===== src/rtl/xo_filter_pkg.sv =====
package xo_filter_pkg;

    typedef enum logic [2:0] {
        ACC_FETCH = 3'd0,
        ACC_DREAD = 3'd1,
        ACC_DMA   = 3'd2,
        ACC_DEBUG = 3'd3,
        ACC_WRITE = 3'd4,
        ACC_ERASE = 3'd5
    } acc_kind_e;

    typedef enum logic [1:0] {
        SEL_W1_FIRST = 2'd0,
        SEL_W1_LAST  = 2'd1,
        SEL_W2_FIRST = 2'd2,
        SEL_W2_LAST  = 2'd3
    } cfg_sel_e;

    localparam int NUM_WIN = 2;

    // Only a CPU instruction fetch may enter a protected window.
    function automatic logic kind_may_enter(input logic [2:0] kind);
        return kind == ACC_FETCH;
    endfunction

endpackage


===== src/rtl/xo_window_regs.sv =====
module xo_window_regs #(
    parameter int PG_W    = 16,
    parameter int NUM_WIN = 2
) (
    input  logic                              clk,
    input  logic                              rst_n,
    input  logic                              cfg_unlock,
    input  logic                              cfg_we,
    input  logic [$clog2(2*NUM_WIN)-1:0]      cfg_sel,
    input  logic [PG_W-1:0]                   cfg_wdata,
    output logic [NUM_WIN-1:0][PG_W-1:0]      pg_first,
    output logic [NUM_WIN-1:0][PG_W-1:0]      pg_last
);
    localparam int SEL_W = $clog2(2*NUM_WIN);

    typedef struct packed {
        logic [NUM_WIN-1:0][PG_W-1:0] first;
        logic [NUM_WIN-1:0][PG_W-1:0] last;
    } win_cfg_t;

    win_cfg_t cfg_d, cfg_q;

    // writes land only while unlocked; odd select = last page
    always_comb begin
        cfg_d = cfg_q;
        if (cfg_we && cfg_unlock) begin
            if (cfg_sel[0]) begin
                cfg_d.last[cfg_sel[SEL_W-1:1]] = cfg_wdata;
            end else begin
                cfg_d.first[cfg_sel[SEL_W-1:1]] = cfg_wdata;
            end
        end
    end

    // reset leaves every window empty (first above last)
    always_ff @(posedge clk or negedge rst_n) begin
        if (!rst_n) begin
            cfg_q.first <= '1;
            cfg_q.last  <= '0;
        end else begin
            cfg_q <= cfg_d;
        end
    end

    assign pg_first = cfg_q.first;
    assign pg_last  = cfg_q.last;

endmodule


===== src/rtl/xo_window_match.sv =====
module xo_window_match #(
    parameter int ADDR_W = 20,
    parameter int WIN_ID = 0
) (
    input  logic [ADDR_W-1:0] addr,
    input  logic              dual_bank,
    input  logic [ADDR_W-5:0] pg_first,
    input  logic [ADDR_W-5:0] pg_last,
    output logic              hit
);
    localparam logic OWN_HALF = (WIN_ID != 0);

    logic [ADDR_W-5:0] page;
    logic              in_half;
    logic              nonempty;

    always_comb begin
        if (dual_bank) begin
            // 8-byte pages from the base of this window's half
            page    = addr[ADDR_W-2:3];
            in_half = (addr[ADDR_W-1] == OWN_HALF);
        end else begin
            // 16-byte pages from the array base
            page    = addr[ADDR_W-1:4];
            in_half = 1'b1;
        end
        // last below first means empty
        nonempty = (pg_first <= pg_last);
        hit      = in_half && nonempty && (page >= pg_first) && (page <= pg_last);
    end

endmodule


===== src/rtl/xo_access_judge.sv =====
module xo_access_judge
    import xo_filter_pkg::*;
#(
    parameter int NUM_WIN = 2
) (
    input  logic               acc_valid,
    input  logic [2:0]         acc_kind,
    input  logic [NUM_WIN-1:0] win_hit,
    output logic               grant,
    output logic               deny
);
    logic protected_hit;

    // inside a window only fetches pass; outside everything passes
    always_comb begin
        protected_hit = |win_hit;
        deny  = acc_valid && protected_hit && !kind_may_enter(acc_kind);
        grant = acc_valid && !deny;
    end

endmodule


===== src/rtl/xo_region_filter.sv =====
module xo_region_filter
    import xo_filter_pkg::*;
#(
    parameter int ADDR_W = 20
) (
    input  logic              clk,
    input  logic              rst_n,
    input  logic              acc_valid,
    input  logic [ADDR_W-1:0] acc_addr,
    input  logic [2:0]        acc_kind,
    input  logic              dual_bank,
    input  logic              cfg_unlock,
    input  logic              cfg_we,
    input  logic [1:0]        cfg_sel,
    input  logic [ADDR_W-5:0] cfg_wdata,
    input  logic              err_clr,
    output logic              rsp_valid,
    output logic              rsp_grant,
    output logic              rsp_deny,
    output logic [1:0]        rsp_hit,
    output logic              acc_err
);
    localparam int PG_W = ADDR_W - 4;

    logic [NUM_WIN-1:0][PG_W-1:0] pg_first;
    logic [NUM_WIN-1:0][PG_W-1:0] pg_last;
    logic [NUM_WIN-1:0]           win_hit;
    logic                         judge_grant;
    logic                         judge_deny;

    typedef struct packed {
        logic               vld;
        logic               grant;
        logic               deny;
        logic [NUM_WIN-1:0] hit;
        logic               err;
    } rsp_t;

    rsp_t rsp_d, rsp_q;

    xo_window_regs #(
        .PG_W    (PG_W),
        .NUM_WIN (NUM_WIN)
    ) u_regs (
        .clk        (clk),
        .rst_n      (rst_n),
        .cfg_unlock (cfg_unlock),
        .cfg_we     (cfg_we),
        .cfg_sel    (cfg_sel),
        .cfg_wdata  (cfg_wdata),
        .pg_first   (pg_first),
        .pg_last    (pg_last)
    );

    for (genvar w = 0; w < NUM_WIN; w++) begin : g_win
        xo_window_match #(
            .ADDR_W (ADDR_W),
            .WIN_ID (w)
        ) u_match (
            .addr      (acc_addr),
            .dual_bank (dual_bank),
            .pg_first  (pg_first[w]),
            .pg_last   (pg_last[w]),
            .hit       (win_hit[w])
        );
    end

    xo_access_judge #(
        .NUM_WIN (NUM_WIN)
    ) u_judge (
        .acc_valid (acc_valid),
        .acc_kind  (acc_kind),
        .win_hit   (win_hit),
        .grant     (judge_grant),
        .deny      (judge_deny)
    );

    always_comb begin
        rsp_d.vld   = acc_valid;
        rsp_d.grant = judge_grant;
        rsp_d.deny  = judge_deny;
        rsp_d.hit   = acc_valid ? win_hit : '0;
        // set has priority over the write-1-to-clear
        rsp_d.err   = (rsp_q.err && !err_clr) || judge_deny;
    end

    always_ff @(posedge clk or negedge rst_n) begin
        if (!rst_n) begin
            rsp_q <= '0;
        end else begin
            rsp_q <= rsp_d;
        end
    end

    assign rsp_valid = rsp_q.vld;
    assign rsp_grant = rsp_q.grant;
    assign rsp_deny  = rsp_q.deny;
    assign rsp_hit   = rsp_q.hit;
    assign acc_err   = rsp_q.err;

endmodule


===== config.mk =====
export PLATFORM = sky130hd
export DESIGN_NAME = xo_region_filter
export DESIGN_NICKNAME = d
export VERILOG_FILES = /design/src/rtl/xo_filter_pkg.sv /design/src/rtl/xo_window_regs.sv /design/src/rtl/xo_window_match.sv /design/src/rtl/xo_access_judge.sv /design/src/rtl/xo_region_filter.sv
export SDC_FILE = /design/constraint.sdc
export NUM_CORES = 1
export LEC_CHECK = 0
export ABC_CLOCK_PERIOD_IN_PS = 2500
export BUFFER_PORTS_ARGS = -buffer_cell sky130_fd_sc_hd__buf_2
export CAP_MARGIN = 20
export CORE_UTILIZATION = 43
export DETAILED_ROUTE_END_ITERATION = 10
export GPL_TIMING_DRIVEN = 1
export PLACE_DENSITY_LB_ADDON = 0.15
export SETUP_SLACK_MARGIN = 0.3
export SYNTH_ARGS = -nofsm -noshare
export SYNTH_HDL_FRONTEND = slang
export SYNTH_SLANG_ARGS = --single-unit

===== constraint.sdc =====
create_clock -name clk -period 2.5 [get_ports clk]
set_input_delay 0.375 -clock clk [delete_from_list [all_inputs] [get_ports clk]]
set_output_delay 0.375 -clock clk [all_outputs]
set_load 0.02 [all_outputs]

**After elaboration in Yosys (flattened, before gate mapping)**

Index checks and enable logic that the tools add are counted.

- Output and inout bits: 6
- Logic and storage cells: 47
- Input bits: 48
- Register bits after elaboration: 70

- Bitwise gates (word level): 2
- Reduce and logical (&&, ||, !) cells: 20
- $lt $le $gt $ge: 8
- Muxes and demuxes: 8

Operators with widths:

| cell | count |
|---|---|
| 32-bit bitwise mux | 2 |
| 16-bit <= comparator | 4 |
| 16-bit >= comparator | 2 |
| 16-bit 2-to-1 mux | 2 |
| 16-bit demux with 1-bit select | 1 |
| 1-bit logical AND | 12 |
| 2-bit AND reduction | 2 |
| 1-bit logical NOT | 3 |
| 3-bit logical NOT | 1 |
| 1-bit by 2-bit < comparator with 1-bit output (second input constant) | 1 |
| 1-bit 2-to-1 mux | 2 |
| 2-bit 2-to-1 mux | 1 |
| 1-bit inverter | 2 |
| 2-bit OR reduction | 1 |
| 1-bit >= comparator (second input constant) | 1 |
| 1-bit logical OR | 1 |

**Depth between registers and ports, before layout**

- Depth after elaboration: 10
- Mapped depth: 10
- Gate-level depth less buffers: 8

**By module**

Synthesis repeated with hierarchy kept, for this count alone.

- Cells, all modules: 486
- Area, all modules: 5434.0 µm²

By module, submodules not included:

| module | sequential area each (µm²) | area an instance (µm²) | instances | cells each |
|---|---|---|---|---|
| xo_window_regs | 1641.6 | 2519.9 | 1 | 137 |
| xo_window_match (g_win[1].u_match) | 0.0 | 1376.3 | 1 | 167 |
| xo_window_match (g_win[0].u_match) | 0.0 | 1335.0 | 1 | 168 |
| xo_region_filter | 150.1 | 173.9 | 1 | 10 |
| xo_access_judge | 0.0 | 28.8 | 1 | 4 |

**Worst setup path before layout**

Ideal clock, no wire load.

- Kind: input-to-reg
- Start: in dual_bank
- End: reg rsp_q (netlist bit rsp_grant)
- Required time: 2.377 ns
- Slack: -0.407 ns
- Path buffers: 2
- Stages on the path: 10
- Library setup time: 0.123 ns
- Arrival: 2.784 ns
- Cells stage by stage: buf_6 clkbuf_1 mux2_2 ha_1 a21o_1 a21o_1 a2111oi_4 nor2b_1 a211o_1 o221a_1

- Word-level cells in the longest chain between the ends: 9
- Elaborated cells on any way between the ends: 18
- Classes of those cells: order compare: 4; mux: 3; reduce/logical: 11

RTL lines:

| element | RTL line | RTL |
|---|---|---|
| from (decl) | xo_region_filter.sv:11 | `input logic dual_bank,` |
| 16-bit 2-to-1 mux / 1-bit 2-to-1 mux (equally long branches) | xo_window_match.sv:18 | `if (dual_bank) begin` |
| 16-bit >= comparator / 1-bit logical AND (equally long branches) | xo_window_match.sv:29 | `hit = in_half && nonempty && (page >= pg_first) && (page <= pg_last);` |
| 1-bit logical AND (2 in a row) | xo_window_match.sv:29 |  |
| 2-bit OR reduction * | xo_access_judge.sv:16 | `protected_hit = \|win_hit;` |
| 1-bit logical AND * (2 in a row) | xo_access_judge.sv:17 | `deny = acc_valid && protected_hit && !kind_may_enter(acc_kind);` |
| 1-bit logical NOT * | xo_access_judge.sv:18 | `grant = acc_valid && !deny;` |
| 1-bit logical AND * | xo_access_judge.sv:18 |  |
| via judge_grant | xo_region_filter.sv:28 | `logic judge_grant;` |
| to (signal assigned) | xo_region_filter.sv:91 | `rsp_q <= rsp_d;` |
| to (decl) | xo_region_filter.sv:39 | `rsp_t rsp_d, rsp_q;` |

The timed path passes the listed nets; every way through them passes the cells marked *.
A chain may end at the register's enable or synchronous reset.

**Worst setup path in the final report**

Ends and elaborated chain as after synthesis.

==> impl_metrics.ini <==
[run_status]
status = finished with violations
violations = DRC

[global_route]
grt_pass1_wl_um = 21070
grt_remaining_overflow = 0
grt_usage = 0.2259
antenna_found_initial = 0
grt_pass1_vias = 4082
grt_max_degree = 33

[synthesis]
synth-seq-area-share = 0.3502
netlist_area_mm2 = 0.005116
synth-adder-area-share = 0.2348
synth.distinct_cells = 40
synth_cells = 497
yosys.area_share.xor_xnor = 0
yosys_warnings = 0
yosys_most_used_dff = dfrtp_1
ys_seq_elements = 70
synth_edf_count = 0
yosys.area_share.simple = 0.09367
synth.area.top_cells = ha_1, dfrtp_1, dfstp_2
yosys.area.top_type = ha_1
post_synth.cell_area_avg_um2 = 10.29
yosys.cell_count.top_type = ha_1
async_flop_share = 1.000
synth_fp_nets = 641
synth_top_area_share = 0.2348
synth_top_family_by_area = adder cells
synth_compound_area_frac = 0.1250
synth.top_cells.by_count = ha_1, inv_1, mux2_2, dfrtp_1, nand2_1
synthMuxAreaShare = 0.1406

[die]
coreArea_mm2 = 0.01152
fp.dieH_um = 111.1
dieArea_mm2 = 0.01234
io_pins = 54
num_rows = 39
fp.dieW_um = 111.1
start_util = 0.4443

[placement]
dp_cells = 712
dp_hpwl_um = 9978
gp_congestion = 0.8601
portBuffers = 50

[cells_and_area]
antenna_cells = 0
finalNetCount = 727
fin_cells = 731
drive_gt1_frac = 0.3776
final_util = 0.5504
areaGrowthSynthToFinish_pct = 23.89

[timing]
rsz0062_at_grt = true
worstMarginPinSlew_ns = 0.4879
setup_tns_ns = 0
hold_viol_final = 0
finalCritPeriodShare = 0.9070
whs_ns = 0.1982
drv_slew = 0
setup_viol = 0
period_minus_slack_ns = 2.268
fin_worst_skew_ns = 0.003597
fmax_ghz = 0.4410
slew_headroom = 0.6713

[clock_tree]
clkTransAtPathRegs_ns = 0.05
clock_path_buffers = 2
cts_tree = yes
h-tree-depth = 3
clock_latency_ns = 0.34
numCtsBuffers = 9
clock_sinks = 70
root_buffer = clkbuf_16

[power_and_ir_drop]
switching_share = 0.3510
switching_power_w = 0.001654
seq_power_share = 0.340
pwr_density_cell_mw_per_mm2 = 743.5
combPwrFrac = 0.421
p_int_w = 0.003058
vdd_drop_max_uv = 337.3
pwr-share-clk = 0.238
leakagePower_nw = 3.045

[route]
routed-via-count = 3963
routedWlPerCell_um = 17.54
drc = 10
drtAntennaViolNets = 0
first_pass_iters = 8
drt-vias-per-instance = 5.421
routed_wl_um = 12820
drt-initial-drc-count = 179

[hold_path]
hp-class = in -> reg

[worst_setup_path]
crit_type = in -> reg
cp-end-kind = register
start_kind = primary input
worst-endpoint-required_ns = 2.72
cp_max_fo = 7
worstPathArrival_ns = 2.49

[job]
maxCapViolCount = 0
registers in the layout, summed over array words and instances, names as in the netlist:
| register | cells |
|---|---|
| rsp_deny | 1 |
| u_regs.pg_last | 32 |
| rsp_valid | 1 |
| rsp_grant | 1 |
| acc_err | 1 |
| rsp_hit | 2 |
| u_regs.pg_first | 32 |
metal layers:
layer | part of all wire | track usage | routed length [um]
met4 | 0.023 | 0.08829 | 292
met3 | 0.046 | 0.04483 | 585
met5 | 0 | 0 | 0
met2 | 0.46 | 0.3564 | 5879
met1 | 0.47 | 0.3046 | 6061
path summary, 6_finish.rpt:
| check | from | endpoint | slack (ns) | cells past startpoint |
|---|---|---|---|---|
| setup / recovery | dual_bank | rsp_grant | 0.23 | 10 |
| hold / removal | acc_valid | rsp_valid | 0.20 | 1 |
| setup reg to reg | u_regs.pg_first[16] | acc_err | 0.27 | 9 |
| hold reg to reg | u_regs.pg_last[7] | u_regs.pg_last[7] | 0.50 | 1 |
| max in group asynchronous | rst_n | u_regs.pg_first[26] | 1.30 | 3 |
| min in group asynchronous | rst_n | u_regs.pg_last[16] | 0.47 | 2 |
cells by family (layout without fill, tap and decap cells):
group / count (synthesis) / count (layout)
multiplexers: 64 / 64
flip-flops: 70 / 70
adder cells (fa/ha/maj): 96 / 96
AND/OR/NAND/NOR: 95 / 95
AO/OA/AOI/OAI: 98 / 98
buffers and inverters: 74 / 165
per-stage QoR:
step	setup slack (ns)	area [um2]	power, W
final	0.2325	6339	0.004713
after global routing	0.1438	6339	0.005086
after CTS	0.2706	6247	0.004650
after detailed placement	-0.2720	5866	0.003428
after global placement	-0.2250	5866	0.003380
after floorplan	-0.03702	5249	0.002826
placed cells by master (no fill, tap or decap), drive strengths merged, types with 2 or more instances in the layout:
master	n
ha	96
buf	82
inv	66
mux2	63
dfrtp	38
nand2	34
dfstp	32
a21oi	31
o21ai	27
nand4	18
clkbuf	14
nor2	12
a21o	11
nand3	7
nand2b	6
a211oi	5
nor3	4
nor2b	4
o211ai	4
a2111oi	4
or3	3
o21a	3
a211o	3
o221ai	3
nand4b	2
clkinv	2
a22oi	2
nor4	2
layout make-up:
class | instances | area, um2
clock buffers | 14 | 244.0
clock inverters | 2 | 10.01
fillers | 1040 | 5177
inverters | 66 | 247.7
multi-input cells | 353 | 3334
flip-flops and latches | 70 | 1792
well taps | 143 | 178.9
repair buffers | 83 | 531.8
critical path, stage by stage:
cell and delay (ns):
buf_6 0.11, buf_12 0.14, mux2_4 0.34, ha_4 0.23
a21o_1 0.17, a21o_1 0.18, a2111oi_4 0.30, nor2b_2 0.08
a211o_1 0.29, o221a_1 0.26
power groups by stage:
| stage | sequential (W) | combinational, W | clock, W |
|---|---|---|---|
| CTS | 0.00160 | 0.00189 | 0.00116 |
| global route | 0.00164 | 0.00223 | 0.00121 |
| floorplan | 0.00159 | 0.00123 | 0 |
| global placement | 0.00161 | 0.00177 | 0 |
| finish | 0.00160 | 0.00199 | 0.00112 |
| detailed placement | 0.00162 | 0.00181 | 0 |
timing repair:
item	in CTS	in global routing
hold buffers	1	0
hold endpoints to repair	7	0
gates resized for setup	21	15
endpoints found under the setup margin	5	5
buffers inserted	1	1
pin swaps	8	4
Note: power is estimated with default switching activity, not from simulation.
